## src/rtl/wdog_pkg.sv

```systemverilog
package wdog_pkg;
  localparam int CODE_W = 5;
  typedef logic [CODE_W-1:0] code_t;
  localparam code_t HALT_CODE = '1;

  // Number of timebase ticks in one period for a given code.
  function automatic code_t ticks_for(input code_t code);
    return (code == '0) ? code_t'(1) : code;
  endfunction

  function automatic logic is_halt(input code_t code);
    return code == HALT_CODE;
  endfunction
endpackage

```

## src/rtl/wdog_regs.sv

```systemverilog
module wdog_regs
  import wdog_pkg::*;
#(
  parameter int          ADDR_W       = 8,
  parameter int          DATA_W       = 8,
  parameter logic [7:0]  CFG_ADDR     = 8'h0A,
  parameter logic [7:0]  KICK_ADDR    = 8'h09,
  parameter logic [3:0]  KICK_PATTERN = 4'b1010,
  parameter int          EN_BIT       = 7,
  parameter code_t       RESET_CODE   = code_t'(10)
) (
  input  logic              clk,
  input  logic              rst_n,
  input  logic              wr_en,
  input  logic [ADDR_W-1:0] wr_addr,
  input  logic [DATA_W-1:0] wr_data,
  output code_t             cfg_code,
  output logic              cfg_en,
  output logic              kick
);
  logic cfg_hit;
  logic unused_data_bits;

  assign cfg_hit = wr_en && (wr_addr == ADDR_W'(CFG_ADDR));
  assign kick    = wr_en && (wr_addr == ADDR_W'(KICK_ADDR))
                   && (wr_data[3:0] == KICK_PATTERN);
  assign unused_data_bits = ^wr_data;

  always_ff @(posedge clk or negedge rst_n) begin
    if (!rst_n) begin
      cfg_code <= RESET_CODE;
      cfg_en   <= 1'b0;
    end else if (cfg_hit) begin
      cfg_code <= wr_data[CODE_W-1:0];
      cfg_en   <= wr_data[EN_BIT];
    end
  end
endmodule

```

## src/rtl/wdog_prescale.sv

```systemverilog
module wdog_prescale #(
  parameter int CLK_PER_TICK = 5_000_000
) (
  input  logic clk,
  input  logic rst_n,
  input  logic clear,
  output logic tick
);
  localparam int W = (CLK_PER_TICK > 2) ? $clog2(CLK_PER_TICK) : 1;
  localparam logic [W-1:0] LAST = W'(CLK_PER_TICK - 1);

  logic [W-1:0] cnt;

  assign tick = !clear && (cnt == LAST);

  always_ff @(posedge clk or negedge rst_n) begin
    if (!rst_n)            cnt <= '0;
    else if (clear || tick) cnt <= '0;
    else                   cnt <= cnt + 1'b1;
  end
endmodule

```

## src/rtl/wdog_count.sv

```systemverilog
module wdog_count
  import wdog_pkg::*;
#(
  parameter code_t RESET_CODE = code_t'(10)
) (
  input  logic  clk,
  input  logic  rst_n,
  input  logic  restart,
  input  code_t new_code,
  input  logic  tick,
  output code_t active_code,
  output logic  fire
);
  code_t remain;

  assign fire = tick && !restart && !is_halt(active_code) && (remain <= code_t'(1));

  always_ff @(posedge clk or negedge rst_n) begin
    if (!rst_n) begin
      active_code <= RESET_CODE;
      remain      <= ticks_for(RESET_CODE);
    end else if (restart) begin
      active_code <= new_code;
      remain      <= ticks_for(new_code);
    end else if (tick && !is_halt(active_code)) begin
      if (remain <= code_t'(1)) remain <= ticks_for(active_code);
      else                      remain <= remain - 1'b1;
    end
  end
endmodule

```

## src/rtl/wdog_timer.sv

```systemverilog
module wdog_timer
  import wdog_pkg::*;
#(
  parameter int    CLK_PER_TICK = 5_000_000,
  parameter code_t RESET_CODE   = code_t'(10)
) (
  input  logic       clk,
  input  logic       rst_n,
  input  logic       wr_en,
  input  logic [7:0] wr_addr,
  input  logic [7:0] wr_data,
  input  logic       sys_rst_n,
  input  logic       supply_low,
  output logic       wd_expire,
  output logic       wd_rst_req
);
  code_t cfg_code_w;
  code_t active_code_w;
  logic  cfg_en_w;
  logic  kick_w;
  logic  tick_w;
  logic  fire_w;
  logic  restart_w;
  logic  sys_rst_q;
  logic  sys_rise_w;

  wdog_regs #(.RESET_CODE(RESET_CODE)) u_regs (
    .clk(clk), .rst_n(rst_n), .wr_en(wr_en), .wr_addr(wr_addr), .wr_data(wr_data),
    .cfg_code(cfg_code_w), .cfg_en(cfg_en_w), .kick(kick_w)
  );

  always_ff @(posedge clk or negedge rst_n) begin
    if (!rst_n) sys_rst_q <= 1'b1;
    else        sys_rst_q <= sys_rst_n;
  end
  assign sys_rise_w = sys_rst_n && !sys_rst_q;
  assign restart_w  = kick_w || sys_rise_w || supply_low;

  wdog_prescale #(.CLK_PER_TICK(CLK_PER_TICK)) u_pre (
    .clk(clk), .rst_n(rst_n), .clear(restart_w), .tick(tick_w)
  );

  wdog_count #(.RESET_CODE(RESET_CODE)) u_cnt (
    .clk(clk), .rst_n(rst_n), .restart(restart_w), .new_code(cfg_code_w),
    .tick(tick_w), .active_code(active_code_w), .fire(fire_w)
  );

  always_ff @(posedge clk or negedge rst_n) begin
    if (!rst_n) begin
      wd_expire  <= 1'b0;
      wd_rst_req <= 1'b0;
    end else begin
      wd_expire  <= fire_w;
      wd_rst_req <= fire_w && cfg_en_w;
    end
  end
endmodule

```

## config.mk

```make
export PLATFORM = sky130hd
export DESIGN_NAME = wdog_timer
export DESIGN_NICKNAME = d
export VERILOG_FILES = /design/src/rtl/wdog_pkg.sv /design/src/rtl/wdog_regs.sv /design/src/rtl/wdog_prescale.sv /design/src/rtl/wdog_count.sv /design/src/rtl/wdog_timer.sv
export SDC_FILE = /design/constraint.sdc
export NUM_CORES = 1
export LEC_CHECK = 0
export ABC_CLOCK_PERIOD_IN_PS = 1900
export BUFFER_PORTS_ARGS = -buffer_cell sky130_fd_sc_hd__buf_2
export CAP_MARGIN = 20
export CORE_MARGIN = 10
export CORE_UTILIZATION = 30
export CTS_CLUSTER_DIAMETER = 150
export DETAILED_ROUTE_END_ITERATION = 6
export GPL_TIMING_DRIVEN = 0
export PLACE_DENSITY_LB_ADDON = 0.08
export SLEW_MARGIN = 20
export SYNTH_ARGS = -nofsm -noshare
export SYNTH_HDL_FRONTEND = slang
export SYNTH_SLANG_ARGS = --single-unit
```

## constraint.sdc

```tcl
create_clock -name clk -period 1.9 [get_ports clk]
set_input_delay 0.19 -clock clk [delete_from_list [all_inputs] [get_ports clk]]
set_output_delay 0.19 -clock clk [all_outputs]
set_load 0.005 [all_outputs]
```

==> summary.txt, run 1 <==
Synth
  – Most frequent cell after synthesis: dfrtp_1
  – Synth Flop Type: dfrtp_1
  – Synth top area cells: dfrtp_1 (41%), dfstp_2 (8.7%), xor2_1 (7.0%)
  – #FFs+latches synth: 42
  – Cell variety after synth: 42
  – Post-synthesis net count: 231
  – Sequential element share of the synthesized area: 0.499
  – Most frequent cells after synthesis: dfrtp_1 (35), nor2_1 (29), nand2_1 (28)
  – Async SR Flop Fraction: 1.00
  – Area leader, netlist: dfrtp_1
  – Post-Syn Area: 2120 µm²
  – Post-Syn Instances: 207
  – EDFF count, synth: 0
  – Share of the synthesized area in the top cell type: 0.412
  – Mean post-synth cell area: 10.3 µm²
  – Ys Warns: 0

Placement
  – Place WS: -130 ps
  – Placed cells: 323
  – Post-DP HPWL: 3250 µm
  – Dpl cell area: 2340 µm²
  – GPL Wtd Cong: 0.720
  – Port buffer count: 20

Die
  – I/O pin count: 23
  – Core Area: 6830 µm²
  – Die Width: 104 µm
  – Die Ht: 104 µm
  – FP Rows: 30
  – Initial Util: 0.311
  – Die footprint: 10,800 µm²

Global routing
  – Vias in the first global route: 1,625
  – Initial antenna violation count: 0
  – Pin count of the biggest net entering global routing: 43
  – First-pass GRT wire length: 7930 µm
  – GRT Util Overall: 0.0869
  – Total grt overflow: 0

Worst setup path
  – CP Capture Type: flop
  – CP max-delay cell: dfrtp_1
  – Worst-path maximum fanout: 3
  – Type of origin of the critical path: flop
  – Worst path cell trace: ha_4, nand3_4, or2_4, nor4_4, buf_4, o311a_4, o31a_1
  – Worst path required time: 2140 ps
  – Crit path buf inv count: 1
  – Critical path class: flop to flop
  – CP delay by family, top: simple AND/OR/NAND/NOR gates
  – CP arrival: 2050 ps
  – Worst stage delay on the critical path: 410 ps

STA
  – Slew headroom: 0.353
  – Final hold viol count: 0
  – Final setup TNS: 0 ps
  – Final WS setup: 91.5 ps
  – RSZ-0062 raised after global routing: yes
  – Fmax: 553 MHz
  – Final Max Slew Viols: 0
  – Final setup fails: 0
  – Worst Clk Skew: 7.88 ps
  – Worst-margin pin slew: 971 ps
  – Clock period minus worst slack: 1810 ps
  – Final period util: 0.952

Drt
  – Drt via density: 4.60
  – Wirelength per Cell: 13.6 µm
  – Drc violations: 0
  – Antenna Nets Post-Route: 0
  – Drt pass-1 iters: 4
  – Number of DRC markers in iteration 0: 38
  – Via count of the routed design: 1,556
  – Routed WL: 4610 µm

Clock tree
  – Num CTS Buffers: 5
  – Worst-Skew Late Latency: 300 ps
  – Hold bufs inserted after CTS: 0
  – Root buf cell: clkbuf_8
  – CTS tree: yes
  – Max clock buf depth: 2
  – Clock tree sinks: 42
  – Reg clk slew, reported paths: 80 ps
  – H-tree Lvls: 2

Power and ir drop
  – Worst VDD drop: 0.000280 V
  – Total Power: 1.87 mW
  – Pwr per Cell Area: 721 nW/µm²
  – Pleak: 1.12 nW

Layout
  – Layout Cells excl Fill: 338
  – ANT cells: 0
  – Layout Nets: 265
  – Multi-input gate area: 1070 µm²
  – Area growth, synth to finish: 21.8%
  – Register cell area after layout: 1060 µm²
  – Fillers: 712
  – Layout cells sized above 1: 0.293
  – Design area: 2590 µm²

Outcome
  – Status: completed

Flow run
  – Max Cap Viol: 0

Hold path
  – Worst Hold Class: input port to asynchronous set/reset pin
## metrics by stage
stage	utilization	hold WS, ps
floorplan	-	-106
CTS	0.365	18.6
detailed placement	0.343	342
global route	0.379	9.39
finish	0.379	27.2
global placement	0.343	334
## registers in the layout (all words and copies together), names as in the netlist
name               cells
sys_rst_q              1
u_cnt.active_code      5
u_cnt.remain           5
u_pre.cnt             23
u_regs.cfg_code        5
u_regs.cfg_en          1
wd_expire              1
wd_rst_req             1
## worst reg2reg max path, cell delays in order, from the launching register on
cell and delay [ps]:
dfrtp_1 410, ha_4 180, nand3_4 70, or2_4 270
nor4_4 360, buf_4 170, o311a_4 170, o31a_1 120
## report_power, final
group | total, mW | switching, mW | internal (mW)
sequential | 0.950 | 0.0253 | 0.924
clock | 0.705 | 0.318 | 0.387
combinational | 0.212 | 0.123 | 0.0893
## worst paths after layout
| path | start | to | slack [ps] | depth (start not counted) |
|---|---|---|---|---|
| hold / removal | rst_n | u_cnt.remain[4]$_DFFE_PN0P_ | 30 | 1 |
| setup / recovery | u_pre.cnt[1]$_DFF_PN0_ | u_cnt.remain[0]$_DFFE_PN0P_ | 90 | 7 |
| setup reg to reg | u_pre.cnt[1]$_DFF_PN0_ | u_cnt.remain[0]$_DFFE_PN0P_ | 90 | 7 |
| min in group clk | sys_rst_n | sys_rst_q$_DFF_PN1_ | 30 | 1 |
| max in group asynchronous | rst_n | u_pre.cnt[6]$_DFF_PN0_ | 1250 | 1 |
| hold reg to reg | u_cnt.active_code[3]$_DFFE_PN1P_ | u_cnt.active_code[3]$_DFFE_PN1P_ | 490 | 2 |
## metal layers
| metal | vias up | GRT usage | wire length, µm |
|---|---|---|---|
| met4 | 0 | 0.0338 | 72 |
| met3 | 8 | 0.0242 | 127 |
| met2 | 11 | 0.143 | 2260 |
| met5 | - | 0 | 0 |
| met1 | 751 | 0.105 | 2150 |
| li1 | 786 | - | - |
## cell type report
type,count,share of cell area
clock buffers,5,0.0266
multi-input cells,153,0.415
plain buffers,6,0.0193
clock inverters,3,0.0155
repair buffers,27,0.0590
flip-flops and latches,42,0.409
well taps,96,0.0464
inverters,6,0.00870
## logic make-up (layout without fill, tap and decap cells)
group	count (synthesis)	count (layout)	share of synthesized area
AO/OA/AOI/OAI	19	19	0.0789
XOR/XNOR	23	23	0.0948
adder cells (fa/ha/maj)	3	3	0.0177
buffers and inverters	12	47	0.0300
flip-flops	42	42	0.499
multiplexers	6	6	0.0318
AND/OR/NAND/NOR	102	102	0.248
## placed cells by master, fill, tap and decap left out, types with 2 or more instances in the layout
master | synthesis | layout
o2111ai_1 | 4 | 4
nand3_1 | 13 | 12
buf_6 | 2 | 2
and3_1 | 4 | 4
nor4_1 | 3 | 3
xnor2_1 | 6 | 6
dfrtp_1 | 35 | 35
o21ai_0 | 3 | 2
ha_1 | 3 | 2
o211ai_1 | 3 | 3
nand2_1 | 28 | 28
nor2_1 | 29 | 29
and3_2 | 2 | 2
nor3_1 | 5 | 3
buf_2 | 3 | 20
xor2_1 | 17 | 17
dfstp_2 | 7 | 7
clkinv_2 | 0 | 2
buf_4 | 0 | 10
clkbuf_8 | 0 | 5
inv_1 | 6 | 6
nor3_2 | 1 | 2
mux2_2 | 6 | 6
nand4_1 | 5 | 5
## what timing repair did
action / CTS / global route
gates resized for setup: 7 / 12
buffers inserted: 1 / 6
setup endpoints to repair: 23 / 13
pin swaps: 2 / 5
Power figures use the tool's default switching activity.
==> run 2: changes to the inputs <==
--- a/config.mk
+++ b/config.mk
@@ -8,7 +8,7 @@
 export ABC_CLOCK_PERIOD_IN_PS = 1900
 export BUFFER_PORTS_ARGS = -buffer_cell sky130_fd_sc_hd__buf_2
 export CAP_MARGIN = 20
-export CORE_MARGIN = 10
+export CORE_MARGIN = 5
 export CORE_UTILIZATION = 30
 export CTS_CLUSTER_DIAMETER = 150
 export DETAILED_ROUTE_END_ITERATION = 6
@@ -17,4 +17,5 @@
 export SLEW_MARGIN = 20
 export SYNTH_ARGS = -nofsm -noshare
 export SYNTH_HDL_FRONTEND = slang
+export SYNTH_HIERARCHICAL = 1
 export SYNTH_SLANG_ARGS = --single-unit
==> summary.txt, run 2 <==
Synth
  – Sequential element share of the synthesized area: 0.480
  – EDFF count, synth: 0
  – Cell variety after synth: 52
  – Post-Syn Area: 2210 µm²
  – Ys Warns: 6
  – #FFs+latches synth: 42
  – Share of the synthesized area in the top cell type: 0.397
  – Most frequent cells after synthesis: dfrtp_1 (35), nor2_1 (29), xnor2_1 (13)
  – Area leader, netlist: dfrtp_1
  – Async SR Flop Fraction: 1.00
  – Synth top area cells: dfrtp_1 (40%), dfstp_2 (8.3%), xnor2_1 (5.2%)
  – Mean post-synth cell area: 10.3 µm²
  – Post-synthesis net count: 238
  – Post-Syn Instances: 214
  – Synth Flop Type: dfrtp_1
  – Most frequent cell after synthesis: dfrtp_1

Global routing
  – First-pass GRT wire length: 8620 µm
  – Total grt overflow: 0
  – Pin count of the biggest net entering global routing: 43
  – GRT Util Overall: 0.120
  – Initial antenna violation count: 0
  – Vias in the first global route: 1,766

Drt
  – Via count of the routed design: 1,728
  – Routed WL: 4950 µm
  – Number of DRC markers in iteration 0: 86
  – Antenna Nets Post-Route: 0
  – Wirelength per Cell: 13.9 µm
  – Drc violations: 0
  – Drt via density: 4.84
  – Drt pass-1 iters: 4

Placement
  – Dpl cell area: 2460 µm²
  – Port buffer count: 20
  – Post-DP HPWL: 3460 µm
  – Placed cells: 333
  – GPL Wtd Cong: 0.746

Worst setup path
  – CP max-delay cell: dfrtp_1
  – CP arrival: 2090 ps
  – Critical path class: flop to flop
  – Worst stage delay on the critical path: 410 ps
  – Worst path cell trace: nand4bb_4, nor4_4, nand4_1, nor2_2, o21a_1, a21oi_1, o32a_1
  – CP delay by family, top: simple AND/OR/NAND/NOR gates
  – Reg2reg setup slack: -1 ps
  – Worst path required time: 2090 ps
  – Worst R2R Start: u_pre/cnt[7]$_DFF_PN0_
  – CP Capture Type: flop
  – Worst reg2reg path depth: 7
  – Type of origin of the critical path: flop
  – Crit path buf inv count: 0
  – Worst-path maximum fanout: 3
  – Crit Reg-Reg Endpoint: u_cnt/remain[0]$_DFFE_PN0P_

Power and ir drop
  – Sequential Power Share: 0.541
  – P_int: 1.31 mW
  – Worst VDD drop: 0.000344 V
  – Switching part of the total power: 0.258
  – Combinational Power Share: 0.118
  – NetSw: 0.457 mW
  – Pleak: 1.16 nW
  – Pwr per Cell Area: 638 nW/µm²
  – Total Power: 1.77 mW
  – Clock power frac: 0.341

Die
  – FP Rows: 31
  – Die Width: 95.8 µm
  – Initial Util: 0.306
  – Die Ht: 95.8 µm
  – I/O pin count: 23
  – Core Area: 7210 µm²
  – Die footprint: 9180 µm²

STA
  – Final period util: 1.00
  – Clock period minus worst slack: 1900 ps
  – RSZ-0062 raised after global routing: yes
  – Final setup fails: 1
  – Slew headroom: 0.642
  – Worst hold slack: 114 ps
  – Worst Clk Skew: 11.1 ps
  – Fmax: 526 MHz
  – Final WS setup: -1.22 ps
  – Final hold viol count: 0
  – Final Max Slew Viols: 0
  – Worst-margin pin slew: 537 ps

Clock tree
  – Num CTS Buffers: 5
  – Max clock buf depth: 2
  – Worst-Skew Late Latency: 300 ps
  – CTS tree: yes
  – Clock tree sinks: 42
  – Root buf cell: clkbuf_8
  – H-tree Lvls: 2
  – Reg clk slew, reported paths: 90 ps

Layout
  – Area growth, synth to finish: 25.6%
  – Most frequent cells in the layout: nor2_1 (28), dfrtp_1 (27), buf_2 (19)
  – Layout Cells excl Fill: 357
  – Most common cell after layout, fill and taps aside: nor2_1
  – Biggest register: u_pre/cnt
  – Fillers: 767
  – ANT cells: 0
  – Fin util: 0.384
  – Largest register FFs: 23
  – Layout cells sized above 1: 0.349
  – Layout Nets: 281
  – Design area: 2770 µm²

Hold path
  – Min-delay src: wr_data[4]
  – Hold Path Stages: 2
  – Hold Path End: u_regs/cfg_code[4]$_DFFE_PN0P_
  – Worst Hold Class: input port to flop

Outcome
  – Status: finished with violations
  – Failing checks: negative setup slack

Flow run
  – Max Cap Viol: 0
run 2: cell types whose count changed after synthesis, sizes merged, moves of 6 or more:
cell,change
nor4,+6
a21oi,+6
inv,+6
xnor2,+7
nand2,-18
xor2,-14
run 2: worst max-delay path by stage:
stage	start	cells after the start	endpoint	slack [ps]
2_1_floorplan	u_pre/cnt[0]$_DFF_PN0_	6	u_pre/cnt[20]$_DFF_PN0_	-9
4_1_cts	u_pre/cnt[0]$_DFF_PN0_	8	u_cnt/remain[0]$_DFFE_PN0P_	-70
6_report	u_pre/cnt[7]$_DFF_PN0_	7	u_cnt/remain[0]$_DFFE_PN0P_	-1
3_5_place_dp	wr_addr[1]	10	wd_rst_req$_DFF_PN0_	-560
3_3_place_gp	wr_addr[1]	10	wd_rst_req$_DFF_PN0_	-590
5_1_grt	u_pre/cnt[7]$_DFF_PN0_	7	u_cnt/remain[0]$_DFFE_PN0P_	-150
run 2: final cells by class:
class                      count  area, µm²  area share
tap                           99        124      0.0447
sequential                    42       1070       0.386
clock inverter                 1       5.00     0.00181
clock buffer                   7       86.3      0.0311
timing repair buffer          37        235      0.0848
buffer                         4       18.8     0.00677
multi-input combinational    155       1190       0.429
inverter                      12       45.0      0.0162
run 2: logic make-up (layout without fill, tap and decap cells):
logic type | Yosys count | count (layout) | synth area share
fa+ha+maj | 3 | 3 | 0.0170
mux | 10 | 10 | 0.0499
simple gates | 92 | 92 | 0.252
buf+inv | 17 | 61 | 0.0295
flops | 42 | 42 | 0.480
compound gates | 34 | 34 | 0.108
xor+xnor | 16 | 16 | 0.0635
run 2: worst register-to-register path, cell delays in order, from the launching register on:
cell	delay (ps)
dfrtp_1	410
nand4bb_4	240
nor4_4	280
nand4_1	130
nor2_2	150
o21a_1	170
a21oi_1	80
o32a_1	340
run 2: power by group through the flow:
stage	Sequential (mW)	Clock, mW	Combinational (mW)
floorplan	0.966	0	0.133
finish	0.957	0.604	0.209
detailed placement	0.974	0	0.202
CTS	0.957	0.633	0.208
global placement	0.975	0	0.203
global route	0.963	0.668	0.242
run 2: repair_timing:
item	in CTS	in global routing
endpoints found under the hold margin	1	35
hold buffers	1	1
buffers inserted	5	10
gates resized for setup	10	14
setup endpoints to repair	31	25
pin swaps	2	8
run 2: per-stage QoR:
step	TNS [ps]	worst slack [ps]
final	-1.22	-1.22
after global routing	-606	-155
after floorplan	-8.63	-8.63
after detailed placement	-8630	-564
after global placement	-9330	-588
after CTS	-230	-72.5
run 2: routing by layer:
| metal | GRT usage | routed length, µm | share of wire |
|---|---|---|---|
| met5 | 0 | 0 | 0 |
| met4 | 0.0355 | 49 | 0.0099 |
| met3 | 0.0250 | 118 | 0.024 |
| met2 | 0.188 | 2420 | 0.49 |
| met1 | 0.166 | 2370 | 0.48 |
==> run 3: changes to the inputs <==
--- a/config.mk
+++ b/config.mk
@@ -14,6 +14,7 @@
 export DETAILED_ROUTE_END_ITERATION = 6
 export GPL_TIMING_DRIVEN = 0
 export PLACE_DENSITY_LB_ADDON = 0.08
+export REMOVE_ABC_BUFFERS = 1
 export SLEW_MARGIN = 20
 export SYNTH_ARGS = -nofsm -noshare
 export SYNTH_HDL_FRONTEND = slang
==> summary.txt, run 3 (same netlist as run 2, synthesis figures left out) <==
Worst setup path
  – Worst Setup SP: u_pre/cnt[0]$_DFF_PN0_
  – Critical path class: flop to flop
  – Worst stage delay on the critical path: 580 ps
  – Type of origin of the critical path: flop
  – Worst-path maximum fanout: 6
  – Worst R2R Start: u_pre/cnt[0]$_DFF_PN0_
  – CP delay by family, top: simple AND/OR/NAND/NOR gates
  – CP max-delay cell: or4_4
  – Worst path cell trace: buf_6, ha_4, nand3_4, or4_4, or4_4, a21oi_2
  – CP Capture Type: flop
  – Worst path required time: 2130 ps
  – CP Depth: 6
  – Worst reg2reg path depth: 6
  – Crit path buf inv count: 1
  – CP arrival: 2180 ps
  – Cell mode on critical path: or4_4

Die
  – I/O pin count: 23
  – Initial Util: 0.306
  – Core Area: 7210 µm²
  – Die Ht: 95.8 µm
  – Die footprint: 9180 µm²
  – FP Rows: 31
  – Die Width: 95.8 µm

Layout
  – Layout Nets: 283
  – Design area: 2840 µm²
  – Area growth, synth to finish: 28.8%
  – Biggest register: u_pre/cnt
  – Layout Cells excl Fill: 359
  – Layout cells sized above 1: 0.365
  – ANT cells: 0
  – Largest register FFs: 23
  – Most common cell after layout, fill and taps aside: dfrtp_1
  – Most frequent cells in the layout: dfrtp_1 (31), nor2_1 (28), buf_2 (20)

Placement
  – Place WS: -462 ps
  – Dpl cell area: 2430 µm²
  – GPL Wtd Cong: 0.740
  – Placed cells: 329
  – Post-DP HPWL: 3330 µm
  – Port buffer count: 20

Global routing
  – Pin count of the biggest net entering global routing: 43
  – Vias in the first global route: 1,650
  – Initial antenna violation count: 0
  – Total grt overflow: 0
  – GRT Util Overall: 0.120
  – First-pass GRT wire length: 8510 µm

STA
  – Final setup TNS: -91.1 ps
  – Worst Clk Skew: 12.7 ps
  – Final hold viol count: 0
  – Clock period minus worst slack: 1950 ps
  – Final WS setup: -49.2 ps
  – RSZ-0062 raised after global routing: yes
  – Final Max Slew Viols: 0
  – Fmax: 513 MHz
  – Slew headroom: 0.715
  – Worst-margin pin slew: 427 ps
  – Final setup fails: 3
  – Final period util: 1.03

Drt
  – Drc violations: 0
  – Drt pass-1 iters: 4
  – Via count of the routed design: 1,720
  – Antenna Nets Post-Route: 0
  – Drt via density: 4.79
  – Routed WL: 5040 µm
  – Number of DRC markers in iteration 0: 47
  – Wirelength per Cell: 14.0 µm

Outcome
  – Status: finished with violations
  – Failing checks: negative setup slack

Power and ir drop
  – Combinational Power Share: 0.123
  – Pleak: 1.19 nW
  – Sequential Power Share: 0.530
  – P_int: 1.33 mW
  – Pwr per Cell Area: 635 nW/µm²
  – Total Power: 1.81 mW
  – NetSw: 0.476 mW
  – Switching part of the total power: 0.263
  – Clock power frac: 0.346
  – Worst VDD drop: 0.000350 V

Clock tree
  – Root buf cell: clkbuf_8
  – CTS tree: yes
  – H-tree Lvls: 2
  – Clock tree sinks: 42
  – Worst-Skew Late Latency: 300 ps
  – Max clock buf depth: 2
  – Reg clk slew, reported paths: 90 ps
  – Num CTS Buffers: 5

Hold path
  – Min-delay src: wr_data[4]
  – Hold Path Stages: 2
  – Worst Hold Class: input port to flop

Flow run
  – Max Cap Viol: 0
==> run 3: changes by cell type in the layout (fill, tap and decap cells not counted), moves of 3 or more <==
cell / previous run / this run
dfrtp_1: 27 / 31
dfrtp_2: 8 / 4
buf_6: 0 / 3
clkbuf_2: 3 / 0
==> run 3: area by class of cell <==
| class | count | area (µm²) |
|---|---|---|
| fill | 753 | 4370 |
| tap | 99 | 124 |
| clock buffer | 7 | 86.3 |
| sequential | 42 | 1060 |
| inverter | 12 | 45.0 |
| clock inverter | 1 | 8.76 |
| multi-input combinational | 155 | 1210 |
| timing repair buffer | 43 | 302 |
==> run 3: final timing paths <==
path | end | slack [ps]
min in group asynchronous | u_pre/cnt[12]$_DFF_PN0_ | 310
min | u_regs/cfg_code[4]$_DFFE_PN0P_ | 120
min reg2reg | wd_rst_req$_DFF_PN0_ | 500
max | u_pre/cnt[20]$_DFF_PN0_ | -50
max in group asynchronous | u_cnt/active_code[3]$_DFFE_PN1P_ | 1050
max reg2reg | u_pre/cnt[20]$_DFF_PN0_ | -50
==> run 3: per-stage QoR <==
step / utilization / hold slack, ps
final: 0.394 / 120
after global routing: 0.394 / 115
after CTS: 0.374 / 89.7
after detailed placement: 0.336 / 311
after global placement: 0.334 / 307
after floorplan: - / -106
==> run 3: power by group through the flow <==
| stage | combinational, mW | sequential (mW) | clock (mW) |
|---|---|---|---|
| CTS | 0.219 | 0.957 | 0.649 |
| global placement | 0.197 | 0.974 | 0 |
| floorplan | 0.129 | 0.964 | 0 |
| finish | 0.223 | 0.957 | 0.625 |
| global route | 0.252 | 0.963 | 0.692 |
| detailed placement | 0.199 | 0.974 | 0 |
==> run 3: timing repair <==
item / 4_1_cts / 5_1_grt
setup endpoints to repair: 28 / 12
pin swaps: 6 / 4
resized for setup: 16 / 12
endpoints found under the hold margin: 1 / 10
setup buffers: 11 / 8
hold buffers: 1 / 1
==> run 3: metal layers <==
metal	wire, µm	part of all wire	global-route usage
met5	0	0	0
met3	103	0.020	0.0266
met4	57	0.011	0.0391
met1	2450	0.49	0.170
met2	2420	0.48	0.181
